$ cat config.mk
export PLATFORM = sky130hd
export DESIGN_NAME = cascade_pic
export DESIGN_NICKNAME = d
export VERILOG_FILES = /design/src/rtl/pic_pkg.sv /design/src/rtl/pic_req_latch.sv /design/src/rtl/pic_resolver.sv /design/src/rtl/pic_ctrl.sv /design/src/rtl/cascade_pic.sv
export SDC_FILE = /design/constraint.sdc
export NUM_CORES = 1
export LEC_CHECK = 0
export ABC_CLOCK_PERIOD_IN_PS = 4300
export BUFFER_PORTS_ARGS = -buffer_cell sky130_fd_sc_hd__buf_2
export CAP_MARGIN = 5
export CORE_UTILIZATION = 44
export CTS_CLUSTER_SIZE = 14
export DETAILED_ROUTE_END_ITERATION = 10
export PLACE_DENSITY = 0.68
export SETUP_SLACK_MARGIN = 0.05
export SYNTH_ARGS = -nofsm -noshare
export SYNTH_HDL_FRONTEND = slang
export SYNTH_SLANG_ARGS = --single-unit
$ cat constraint.sdc
create_clock -name clk_i -period 4.3 [get_ports clk_i]
set_clock_uncertainty 0.15 [all_clocks]
set_input_delay 0.86 -clock clk_i [delete_from_list [all_inputs] [get_ports clk_i]]
set_output_delay 0.86 -clock clk_i [all_outputs]
set_load 0.01 [all_outputs]
$ cat src/rtl/pic_pkg.sv
package pic_pkg;
  typedef enum logic [1:0] {ST_RUN, ST_W2, ST_W3, ST_W4} init_st_e;
endpackage

$ cat src/rtl/pic_req_latch.sv
module pic_req_latch #(
  parameter int unsigned DW = 8
) (
  input  logic          clk_i,
  input  logic          rst_ni,
  input  logic [DW-1:0] irq_i,
  input  logic [DW-1:0] ack_i,
  input  logic          clr_i,
  output logic [DW-1:0] irr_o
);
  logic [DW-1:0] prev_q, irr_q;

  always_ff @(posedge clk_i or negedge rst_ni) begin
    if (!rst_ni) begin
      prev_q <= '0;
      irr_q  <= '0;
    end else begin
      prev_q <= irq_i;
      if (clr_i) irr_q <= '0;
      else       irr_q <= ((irr_q & irq_i) | (irq_i & ~prev_q)) & ~ack_i;
    end
  end

  assign irr_o = irr_q;
endmodule

$ cat src/rtl/pic_resolver.sv
module pic_resolver #(
  parameter int unsigned DW  = 8,
  localparam int unsigned IDW = $clog2(DW)
) (
  input  logic [DW-1:0]  irr_i,
  input  logic [DW-1:0]  imr_i,
  input  logic [DW-1:0]  isr_i,
  output logic           pend_vld_o,
  output logic [IDW-1:0] pend_id_o,
  output logic           eoi_vld_o,
  output logic [IDW-1:0] eoi_id_o
);
  logic [DW-1:0] req;
  assign req = irr_i & ~imr_i;

  always_comb begin
    logic blocked;
    blocked    = 1'b0;
    pend_vld_o = 1'b0;
    pend_id_o  = '0;
    eoi_vld_o  = 1'b0;
    eoi_id_o   = '0;
    for (int i = 0; i < DW; i++) begin
      if (isr_i[i]) begin
        if (!eoi_vld_o) begin
          eoi_vld_o = 1'b1;
          eoi_id_o  = IDW'(i);
        end
        blocked = 1'b1;
      end
      if (!blocked && !pend_vld_o && req[i]) begin
        pend_vld_o = 1'b1;
        pend_id_o  = IDW'(i);
      end
    end
  end
endmodule

$ cat src/rtl/pic_ctrl.sv
module pic_ctrl
  import pic_pkg::*;
#(
  parameter int unsigned DW  = 8,
  localparam int unsigned IDW = $clog2(DW)
) (
  input  logic           clk_i,
  input  logic           rst_ni,
  input  logic           wr_i,
  input  logic           rd_i,
  input  logic           addr_i,
  input  logic [7:0]     wdata_i,
  input  logic [DW-1:0]  irr_i,
  input  logic           pend_vld_i,
  input  logic [IDW-1:0] pend_id_i,
  input  logic           eoi_vld_i,
  input  logic [IDW-1:0] eoi_id_i,
  output logic [DW-1:0]  imr_o,
  output logic [DW-1:0]  isr_o,
  output logic [DW-1:0]  ack_o,
  output logic           init_o,
  output logic [DW-1:0]  rdata_o
);
  init_st_e      st_q;
  logic [DW-1:0] imr_q, isr_q, poll_val;
  logic          sel_isr_q, poll_q, poll_int_q;
  logic          cmd_wr, dat_wr, poll_rd, is_init, is_ocw3, is_eoi;

  assign cmd_wr  = wr_i & ~addr_i;
  assign dat_wr  = wr_i & addr_i;
  assign poll_rd = rd_i & ~addr_i & poll_q;
  assign is_init = wdata_i[4];
  assign is_ocw3 = wdata_i[3] & ~wdata_i[4];
  assign is_eoi  = ~wdata_i[3] & ~wdata_i[4] & (wdata_i[7:5] == 3'b001);
  assign init_o  = cmd_wr & is_init;

  always_comb begin
    ack_o = '0;
    if (poll_rd && pend_vld_i) ack_o[pend_id_i] = 1'b1;
  end

  always_ff @(posedge clk_i or negedge rst_ni) begin
    if (!rst_ni) begin
      st_q       <= ST_RUN;
      imr_q      <= '1;
      isr_q      <= '0;
      sel_isr_q  <= 1'b0;
      poll_q     <= 1'b0;
      poll_int_q <= 1'b0;
    end else begin
      if (cmd_wr) begin
        if (is_init) begin
          st_q      <= ST_W2;
          imr_q     <= '0;
          isr_q     <= '0;
          sel_isr_q <= 1'b0;
          poll_q    <= 1'b0;
        end else if (is_ocw3) begin
          if (wdata_i[2]) begin
            poll_q     <= 1'b1;
            poll_int_q <= pend_vld_i;
          end
          if (wdata_i[1]) sel_isr_q <= wdata_i[0];
        end else if (is_eoi && eoi_vld_i) begin
          isr_q[eoi_id_i] <= 1'b0;
        end
      end
      if (dat_wr) begin
        unique case (st_q)
          ST_W2:   st_q <= ST_W3;
          ST_W3:   st_q <= ST_W4;
          ST_W4:   st_q <= ST_RUN;
          default: imr_q <= wdata_i[DW-1:0];
        endcase
      end
      if (poll_rd) begin
        poll_q <= 1'b0;
        if (pend_vld_i) isr_q[pend_id_i] <= 1'b1;
      end
    end
  end

  // spurious report uses the last line number
  always_comb begin
    poll_val = '0;
    if (pend_vld_i || poll_int_q) begin
      poll_val[DW-1]    = 1'b1;
      poll_val[IDW-1:0] = pend_vld_i ? pend_id_i : IDW'(DW-1);
    end
  end

  always_comb begin
    if (addr_i)         rdata_o = imr_q;
    else if (poll_q)    rdata_o = poll_val;
    else if (sel_isr_q) rdata_o = isr_q;
    else                rdata_o = irr_i;
  end

  assign imr_o = imr_q;
  assign isr_o = isr_q;
endmodule

$ cat src/rtl/cascade_pic.sv
module cascade_pic #(
  parameter int unsigned DW = 8,
  localparam int unsigned IDW = $clog2(DW)
) (
  input  logic          clk_i,
  input  logic          rst_ni,
  input  logic          wr_i,
  input  logic          rd_i,
  input  logic          addr_i,
  input  logic [7:0]    wdata_i,
  output logic [DW-1:0] rdata_o,
  input  logic [DW-1:0] irq_i,
  output logic          int_o
);
  logic [DW-1:0]  irr, imr, isr, ack;
  logic           init, pend_vld, eoi_vld;
  logic [IDW-1:0] pend_id, eoi_id;

  pic_req_latch #(.DW(DW)) u_req (
    .clk_i(clk_i), .rst_ni(rst_ni), .irq_i(irq_i),
    .ack_i(ack), .clr_i(init), .irr_o(irr)
  );

  pic_resolver #(.DW(DW)) u_res (
    .irr_i(irr), .imr_i(imr), .isr_i(isr),
    .pend_vld_o(pend_vld), .pend_id_o(pend_id),
    .eoi_vld_o(eoi_vld), .eoi_id_o(eoi_id)
  );

  pic_ctrl #(.DW(DW)) u_ctrl (
    .clk_i(clk_i), .rst_ni(rst_ni), .wr_i(wr_i), .rd_i(rd_i),
    .addr_i(addr_i), .wdata_i(wdata_i), .irr_i(irr),
    .pend_vld_i(pend_vld), .pend_id_i(pend_id),
    .eoi_vld_i(eoi_vld), .eoi_id_i(eoi_id),
    .imr_o(imr), .isr_o(isr), .ack_o(ack), .init_o(init),
    .rdata_o(rdata_o)
  );

  assign int_o = pend_vld;
endmodule

==> results of run 1 <==
registers in the layout, summed over array words and instances (netlist names), named ones only:
| signal | flops |
|---|---|
| u_ctrl.imr_o | 8 |
| u_ctrl.isr_o | 8 |
| u_ctrl.poll_int_q | 1 |
| u_ctrl.poll_q | 1 |
| u_ctrl.sel_isr_q | 1 |
| u_ctrl.st_q | 1 |
| u_req.irr_o | 8 |
| u_req.prev_q | 8 |
worst paths after layout:
kind                                      startpoint                    endpoint  cells after the start
max                        u_ctrl.isr_o[0]$_DFF_PN0_                  rdata_o[1]                      6
min                        u_req.prev_q[3]$_DFF_PN0_    u_req.irr_o[3]$_DFF_PN0_                      3
max reg2reg                u_ctrl.isr_o[0]$_DFF_PN0_   u_ctrl.isr_o[6]$_DFF_PN0_                      4
min reg2reg                u_req.prev_q[3]$_DFF_PN0_    u_req.irr_o[3]$_DFF_PN0_                      3
max in group asynchronous                     rst_ni   u_req.prev_q[0]$_DFF_PN0_                      1
min in group asynchronous                     rst_ni  asynchronous set/reset pin                      1
cell families after synthesis:
logic type,synth area share (%)
and+or+nand+nor,21.95
AOI/OAI and AO/OA,22.67
DFF,45.22
buffers and inverters,3.869
muxes,4.474
adders and majority gates,1.814
routing by layer:
metal | vias up | global-route usage, % | part of all wire [%]
met5 | - | 0 | 0
met4 | 0 | 8.444 | 1.3
met3 | 6 | 4.986 | 5.8
met2 | 50 | 34.41 | 46
met1 | 801 | 31.31 | 47
li1 | 834 | - | -
cell usage in the layout (no fill, tap or decap), types with 2 or more instances in the layout:
master     n
a211oi_1   2
a21oi_1    6
a22o_1     9
a31o_2     2
a32o_1     2
and2_1     2
and3_1     2
buf_2     29
clkbuf_8   5
dfrtp_1   29
dfstp_2    8
ha_1       3
inv_1     12
mux2_2     2
mux2i_1    7
nand2_1   20
nand2b_1   6
nand3_1    4
nand4_1    6
nor2_1    11
nor2b_1    6
nor3_1     9
nor3b_1    3
o2111a_1   4
o21a_1     2
o21ai_0   10
o21ai_1    4
o221ai_2   2
or2_2      2
per-stage QoR:
step,total power [uW],instances,hold WS [ns]
3_5_place_dp,901.8,283,0.3622
4_1_cts,1198,290,0.3806
5_1_grt,1267,290,0.4177
2_1_floorplan,786.8,210,0.3400
6_report,1190,290,0.3814
3_3_place_gp,899.5,283,0.3680
critical path: stages, from the launching register on:
cell	delay, ns
dfrtp_1	0.51
nor4_2	0.55
o311ai_1	0.23
o211ai_2	0.16
o21ai_2	0.12
o221ai_1	0.19
buf_2	0.17
layout make-up:
class	count	area, um^2
clock inverters	2	35.03
fillers	418	2096
well taps	52	65.06
flip-flops and latches	37	935.9
clock buffers	5	68.82
repair buffers	29	145.1
multi-input cells	153	1054
inverters	12	45.04
power by group:
part	total [uW]	switching (uW)	internal (uW)
Combinational	392	220	171
Clock	289	120	168
Sequential	510	71.6	438
Total	1190	412	778
==> metrics.md, run 1 <==
| Metric | Value |
|---|---|
| Root Driver | clkbuf_8 |
| RSZ-0062 raised after global routing | no |
| Crit path max fanout | 12 |
| Fraction of layout cells with a size suffix above 1 | 26.89% |
| Top-area cell type share of the netlist area | 35.07% |
| Ys flop type | dfrtp_1 |
| Synthesized cell area | 0.002069 mm^2 |
| Synth area leader | dfrtp_1 |
| Sequential share of the synthesized area | 45.22% |
| Syn_area_per_cell | 9.855 um^2 |
| Global Route Usage Sum | 22.39% |
| Critical Path Source Type | flip-flop |
| Failing checks | design-rule violations |
| Number of buffers created by CTS | 5 |
| Die area | 0.004982 mm^2 |
| Total grt overflow | 0 |
| Static leakage | 0.001019 uW |
| DRT iter0 DRCs | 162 |
| DRC | 2 |
| Via density | 5.831 |
| Peak Freq | 0.3097 GHz |
| Setup CP Type | flip-flop to primary output |
| Antenna-violating nets left | 0 |
| First-pass GRT wire length | 8.521 mm |
| Maxcap violations | 0 |
| Synth Warn # | 0 |
| Syn Nets | 234 |
| Row cnt | 24 |
| Starting density of the core | 46.57% |
| Min Tclk post-route | 3.229 ns |
| Dpl ws | 1.417 ns |
| Post-route core utilization | 52.84% |
| Count leader, synth | dfrtp_1 |
| Synth cell count leaders | dfrtp_1, nand2_1, inv_1 |
| IO Pins | 30 |
| Outcome | complete, but fails checks |
| Largest net degree at the start of global routing | 38 |
| Gates resized, CTS repair | 0 |
| RePlAce Congestion | 0.9108 |
| TritonCTS clock tree | yes |
| DP Area | 0.002245 mm^2 |
| Wirelength per Cell | 16.91 um |
| Clk slew on worst S/H paths | 0.07 ns |
| Hold bufs inserted after CTS | 0 |
| PD cells | 506.9 mW/mm^2 |
| Total vias in the final route | 1691 |
| Die Wd | 70.58 um |
| Final nets | 262 |
| Setup Viol. Count Final | 0 |
| Cells after Synth | 210 |
| VDD IR max | 0.3149 mV |
| Main area contributors after synthesis | dfrtp_1, dfstp_2, a22o_1, nand2_1, mux2i_1 |
| Final WS setup | 1.071 ns |
| Clock Path Buffers | 2 |
| Register bit total from synthesis | 37 |
| Core area | 0.004444 mm^2 |
| FFs w/ async S/R, synth | 100.0% |
| Final Hold Fails | 0 |
| Setup TNS | 0 ns |
| Required @ worst endpoint | 3.29 ns |
| IO buf count | 29 |
| Area Overhead vs Synth | 13.48% |
| Synth cell types | 57 |
| Arr. time, crit path | 2.22 ns |
| CP Capture Type | primary output |
| Post-CTS setup buffer count | 0 |
| FF-to-FF setup slack | 2.22 ns |
| Max-slew headroom | 46.11% |
| ANT cells | 0 |
| Design Area, Final | 0.002349 mm^2 |
| Drt pass-1 iters | 7 |
| TritonCTS Sinks | 37 |
| Final period utilization | 75.09% |
| Final wirelength | 4.904 mm |
| # H-tree levels | 2 |
| Tightest Pin Transition | 0.8084 ns |
| Worst skew pair latency | 0.29 ns |
| Vias in the first global route | 1711 |
| EDFF count, synth | 0 |
| DP Wirelength | 3.652 mm |
| HP Class | flip-flop to flip-flop |
| Initial antenna violation count | 0 |
| Chip Height | 70.58 um |
| Final Max Slew Viols | 0 |
No activity file was read; power rests on OpenSTA's default activity.
==> run 2, diff against run 1 <==
- ABC_AREA: not set -> 1
- ABC_CLOCK_PERIOD_IN_PS: 4300 -> 3100
- clock period: 4.3 -> 3.1 ns (I/O delays scaled with it)
==> metrics.md, run 2 <==
| Metric | Value |
|---|---|
| Cells after Synth | 299 (+42%) |
| DP Wirelength | 4.338 mm (+19%) |
| CP Capture Type | primary output |
| Fraction of layout cells with a size suffix above 1 | 21.62% (-5.3 points) |
| RePlAce Congestion | 0.9197 (+0.98%) |
| Syn Nets | 323 (+38%) |
| Sequential share of the synthesized area | 40.83% (-4.4 points) |
| Drt pass-1 iters | 5 (-2) |
| Main area contributors after synthesis | dfrtp_1, dfstp_2, nand2_1, inv_1, nand3_1 |
| Hold bufs inserted after CTS | 0 (unchanged) |
| Worst skew pair latency | 0.30 ns (about the same) |
| HP Class | input pin to asynchronous set/reset pin |
| IO buf count | 29 (unchanged) |
| Final wirelength | 5.798 mm (+18%) |
| Clk slew on worst S/H paths | 0.08 ns (about the same) |
| Min Tclk post-route | 2.778 ns |
| Total grt overflow | 0 (unchanged) |
| Post-CTS setup buffer count | 0 (unchanged) |
| Required @ worst endpoint | 2.33 ns (-0.96 ns) |
| PD cells | 733.0 mW/mm^2 (+45%) |
| IO Pins | 30 (unchanged) |
| Die area | 0.005502 mm^2 (+10%) |
| Static leakage | 0.001316 uW (+29%) |
| Max-slew headroom | 42.39% (-3.7 points) |
| Commonest non-fill, non-tap cell in the layout | nand2_1 |
| Setup CP Type | flip-flop to primary output |
| Setup TNS | 0 ns (unchanged) |
| Antenna-violating nets left | 0 (unchanged) |
| Syn_area_per_cell | 7.666 um^2 (-22%) |
| Starting density of the core | 46.97% (+0.41 points) |
| Wirelength per Cell | 14.50 um (-14%) |
| Core area | 0.004880 mm^2 (+9.8%) |
| ANT cells | 0 (unchanged) |
| Area Overhead vs Synth | 13.10% |
| Count leader, synth | nand2_1 |
| Final Max Slew Viols | 0 (unchanged) |
| Synthesized cell area | 0.002292 mm^2 (+11%) |
| Commonest cells after routing, fill and taps aside | nand2_1, inv_1, nand3_1, dfrtp_1, buf_2 |
| # H-tree levels | 2 (unchanged) |
| Chip Height | 74.18 um (+5.1%) |
| Ys flop type | dfrtp_1 |
| TritonCTS Sinks | 37 (unchanged) |
| Synth cell types | 32 (-44%) |
| FFs w/ async S/R, synth | 100.0% (unchanged) |
| Crit path max fanout | 8 (-4) |
| Final Hold Fails | 0 (unchanged) |
| DRC | 0 (-2) |
| Row cnt | 25 (+4.2%) |
| Peak Freq | 0.3600 GHz |
| Top-area cell type share of the netlist area | 31.66% (-3.4 points) |
| Via density | 5.255 (-9.9%) |
| Clock Path Buffers | 2 (unchanged) |
| Total vias in the final route | 2102 (+24%) |
| Critical Path Source Type | flip-flop |
| Vias in the first global route | 2012 (+18%) |
| Global Route Usage Sum | 24.53% (+2.1 points) |
| VDD IR max | 0.3313 mV (+5.2%) |
| Die Wd | 74.18 um (+5.1%) |
| Met3 usage | 4.607% (-0.38 points) |
| First-pass GRT wire length | 9.784 mm (+15%) |
| TritonCTS clock tree | yes |
| Synth area leader | dfrtp_1 |
| EDFF count, synth | 0 (unchanged) |
| Initial antenna violation count | 0 (unchanged) |
| Synth Warn # | 0 (unchanged) |
| Gates resized, CTS repair | 0 (unchanged) |
| Setup Viol. Count Final | 0 (unchanged) |
| Register bit total from synthesis | 37 (unchanged) |
| Tightest Pin Transition | 0.8641 ns (+0.05570 ns) |
| Synth cell count leaders | nand2_1, inv_1, nand3_1 |
| Hold_ws | 0.2629 ns (-0.1185 ns) |
| DRT iter0 DRCs | 188 (+16%) |
| Number of buffers created by CTS | 5 (unchanged) |
| Outcome | finished, final reports clean |
| Maxcap violations | 0 (unchanged) |
| GR peak layer | met2 |
| Arr. time, crit path | 2.01 ns (-0.21 ns) |
| Largest net degree at the start of global routing | 38 (unchanged) |
| Root Driver | clkbuf_8 |
| RSZ-0062 raised after global routing | no |
| Met1 global-route usage | 34.30% (+3.0 points) |
| Final period utilization | 89.62% |
| Final nets | 356 (+36%) |
| Met2 Resource Use GR | 37.17% (+2.8 points) |
==> run 2: cell count changes after synthesis, moves of 5 or more <==
cell	previous run	this run
nand2_1	20	55
mux2i_1	7	0
o21ai_0	10	21
nor2_4	0	5
a22o_1	9	0
nor2_1	11	26
nand2b_1	6	0
nand3_1	4	36
nor2b_1	6	0
inv_1	12	49
==> run 2: per-layer routing <==
metal	vias up	part of all wire [%]	wire [um]
met1	979	47	2716
met4	0	2.3	135
met3	12	6.5	379
li1	1047	-	-
met5	-	0	0
met2	64	44	2566
==> run 2: final cells by class <==
class / count / area, um^2
clock buffers: 7 / 76.32
clock inverters: 1 / 5.005
fillers: 499 / 2287
inverters: 54 / 202.7
multi-input cells: 204 / 1136
flip-flops and latches: 37 / 935.9
well taps: 67 / 83.83
repair buffers: 30 / 152.6
==> run 2: worst max-delay path: stages (launching register included) <==
cell and delay, ns:
dfrtp_1 0.45, nor2_4 0.29, nand3_4 0.15, nor2_4 0.19
nand4_1 0.12, nand2_1 0.08, inv_1 0.05, nand2_1 0.09
nand3_1 0.09, nand2_1 0.08, buf_2 0.13
==> run 2: logic make-up (layout without fill, tap and decap cells) <==
group                      after synthesis  after routing  synth area share (%)
AOI/OAI and AO/OA                       46             46                 11.79
adders and majority gates                3              3                 1.638
buffers and inverters                   58             92                 9.607
DFF                                     37             37                 40.83
and+or+nand+nor                        155            155                 36.14
==> run 2: stage by stage <==
step | area, um^2 | cells | util [%] | power [uW] | setup WS [ns]
2_1_floorplan | 2292 | 299 | - | 1344 | 0.8899
3_3_place_gp | 2511 | 392 | 51.46 | 1554 | 0.4671
3_5_place_dp | 2511 | 392 | 51.46 | 1565 | 0.4876
4_1_cts | 2592 | 400 | 53.13 | 1902 | 0.3123
5_1_grt | 2592 | 400 | 53.13 | 2049 | 0.1767
6_report | 2592 | 400 | 53.13 | 1900 | 0.3219
==> run 2: path summary, 6_finish.rpt <==
kind,start,slack (ns),cells past startpoint,end
worst max-delay path,u_ctrl.isr_o[0]$_DFF_PN0_,0.32,10,rdata_o[0]
worst min-delay path,rst_ni,0.26,1,u_req.prev_q[0]$_DFF_PN0_
worst max register to register,u_ctrl.isr_o[0]$_DFF_PN0_,1.24,10,u_req.irr_o[1]$_DFF_PN0_
worst min register to register,u_ctrl.imr_o[0]$_DFF_PN1_,0.36,2,u_ctrl.imr_o[0]$_DFF_PN1_
max in group asynchronous,rst_ni,1.97,1,asynchronous set/reset pin
min in group clk_i,irq_i[5],0.28,1,u_req.prev_q[5]$_DFF_PN0_
==> run 2: where the power goes <==
group | switching (uW) | internal, uW
clock | 182 | 158
sequential | 93.1 | 613
combinational | 563 | 292
total | 838 | 1060
==> run 3, diff against run 2 <==
- PLACE_DENSITY: 0.68 -> not set
- PLACE_DENSITY_LB_ADDON: not set -> 0.3
==> metrics.md, run 3 (synthesis gave the netlist of run 2 again) <==
| Metric | Value |
|---|---|
| Crit path max-delay family | simple AND/OR/NAND/NOR gates |
| HP Class | input pin to asynchronous set/reset pin |
| Buf+Inv Stages, Crit Path | 2 (unchanged) |
| Commonest non-fill, non-tap cell in the layout | nand2_1 |
| Static leakage | 0.001316 uW (unchanged) |
| Via density | 5.210 (-0.86%) |
| Min Tclk post-route | 2.844 ns (+0.06636 ns) |
| Max-slew headroom | 45.05% (+2.7 points) |
| Drt pass-1 iters | 4 (-1) |
| Commonest cells after routing, fill and taps aside | nand2_1, inv_1, nand3_1, dfrtp_1, buf_2 |
| Area of the multi-input gates | 0.001136 mm^2 (unchanged) |
| Clk slew on worst S/H paths | 0.08 ns (about the same) |
| RSZ-0062 raised after global routing | no |
| Final nets | 356 (unchanged) |
| Top layer in use | met4 |
| Arr. time, crit path | 2.07 ns (+0.06 ns) |
| Vias in the first global route | 1963 (-2.4%) |
| Setup TNS | 0 ns (unchanged) |
| Largest net degree at the start of global routing | 38 (unchanged) |
| Fillers | 507 (+1.6%) |
| Maxcap violations | 0 (unchanged) |
| Final Hold Fails | 0 (unchanged) |
| Tightest Pin Transition | 0.8243 ns (-0.03983 ns) |
| Final Instance Count excl. Fillers | 400 (unchanged) |
| Initial antenna violation count | 0 (unchanged) |
| Post-route core utilization | 53.13% (unchanged) |
| Storage element area | 935.9 um^2 (unchanged) |
| TritonCTS Sinks | 37 (unchanged) |
| Path depth of the worst reg2reg path | 10 (unchanged) |
| Crit path max fanout | 8 (unchanged) |
| Met2 routed WL | 2.659 mm (+3.6%) |
| DRT iter0 DRCs | 231 (+23%) |
| CP Capture Type | primary output |
| Global Route Usage Sum | 24.60% (+0.072 points) |
| DP Wirelength | 4.395 mm (+1.3%) |
| Fraction of layout cells with a size suffix above 1 | 21.62% (unchanged) |
| Area Overhead vs Synth | 13.10% (unchanged) |
| Worst path slowest cell | dfrtp_1 |
| Outcome | finished, final reports clean |
| TritonCTS clock tree | yes |
| Core area | 0.004880 mm^2 (unchanged) |
| FF-to-FF setup slack | 1.18 ns (-0.06 ns) |
| Root Driver | clkbuf_8 |
| ANT cells | 0 (unchanged) |
| Most frequent CP cell | nand2_1 |
| Die Wd | 74.18 um (unchanged) |
| # H-tree levels | 2 (unchanged) |
| Required @ worst endpoint | 2.33 ns (about the same) |
| Setup Viol. Count Final | 0 (unchanged) |
| Met1 WL | 2.734 mm (+0.66%) |
| WL met3 | 435 um (+15%) |
| Row cnt | 25 (unchanged) |
| Worst skew pair latency | 0.30 ns (about the same) |
| Worst path cell trace | nor2_4 > nand3_4 > nor2_4 > nand4_1 > nand2_1 > inv_1 > nand2_1 > nand3_1 > nand2_1 > buf_2 |
| Hold bufs inserted after CTS | 0 (unchanged) |
| IO buf count | 29 (unchanged) |
| RR Startpoint | u_ctrl.isr_o[0]$_DFF_PN0_ |
| Die area | 0.005502 mm^2 (unchanged) |
| CP peak stage delay | 0.45 ns (about the same) |
| Total vias in the final route | 2084 (-0.86%) |
| Setup CP Type | flip-flop to primary output |
| Reg2reg end | u_req.irr_o[3]$_DFF_PN0_ |
| First-pass GRT wire length | 9.832 mm (+0.49%) |
| PD cells | 738.2 mW/mm^2 (+0.71%) |
| Final period utilization | 91.76% (+2.1 points) |
| DRC | 0 (unchanged) |
| VDD IR max | 0.3608 mV (+8.9%) |
| Starting density of the core | 46.97% (unchanged) |
| Clock Path Buffers | 2 (unchanged) |
| Wirelength per Cell | 14.80 um (+2.1%) |
| Placed cells | 392 (unchanged) |
| Chip Height | 74.18 um (unchanged) |
| Number of buffers created by CTS | 5 (unchanged) |
| Peak Freq | 0.3516 GHz (-2.3%) |
| RePlAce Congestion | 0.9034 (-1.8%) |
| Critical Path Source Type | flip-flop |
| Total grt overflow | 0 (unchanged) |
| IO Pins | 30 (unchanged) |
| Gates resized, CTS repair | 0 (unchanged) |
| Final wirelength | 5.920 mm (+2.1%) |
| Antenna-violating nets left | 0 (unchanged) |
| Post-CTS setup buffer count | 0 (unchanged) |
| Final Max Slew Viols | 0 (unchanged) |
## run 3: worst reg2reg max path, cell delays in order (launching register included)
cell and delay, ns:
dfrtp_1 0.45, nor2_4 0.30, nand2_4 0.12, nor2_4 0.15, inv_2 0.07, nand3_4 0.11, nor2_8 0.06, nand3_4 0.11
nand3_1 0.16, nand2_1 0.09, nor2_1 0.04
## run 3: how the worst max path moves through the flow
stage                              start         end  cells past startpoint
6_report       u_ctrl.isr_o[0]$_DFF_PN0_  rdata_o[0]                     10
5_1_grt        u_ctrl.isr_o[0]$_DFF_PN0_  rdata_o[0]                     10
4_1_cts        u_ctrl.isr_o[0]$_DFF_PN0_  rdata_o[0]                     10
3_5_place_dp                      addr_i  rdata_o[5]                      5
3_3_place_gp                      addr_i  rdata_o[4]                      5
2_1_floorplan                     addr_i  rdata_o[4]                      4
## run 3: metal layers
| metal | up-vias | track usage (%) |
|---|---|---|
| met5 | - | 0 |
| met4 | 0 | 8.974 |
| met3 | 8 | 5.149 |
| met2 | 81 | 37.98 |
| met1 | 948 | 34.10 |
| li1 | 1047 | - |
## run 3: metrics by stage
step                setup slack (ns)  hold slack [ns]  power, uW  area [um^2]
finish                        0.2556           0.2571       1914         2592
global route                 0.09439           0.2764       2052         2592
CTS                           0.2689           0.2768       1913         2592
detailed placement            0.4688           0.3384       1569         2511
global placement              0.4880           0.3388       1554         2511
floorplan                     0.8899           0.1744       1344         2292
## run 3: area by class of cell
cell class                      instances  area share, %
Clock inverter                          1         0.1930
Sequential cell                        37          36.10
Timing Repair Buffer                   30          5.888
Inverter                               54          7.819
Multi-Input combinational cell        204          43.82
Clock buffer                            7          2.944
Tap cell                               67          3.234
## run 3: power by group
part	total, uW	internal, uW	leakage [uW]	switching, uW
Clock	343	158	0.0000422	185
Combinational	865	291	0.000824	573
Sequential	707	613	0.000449	93.5
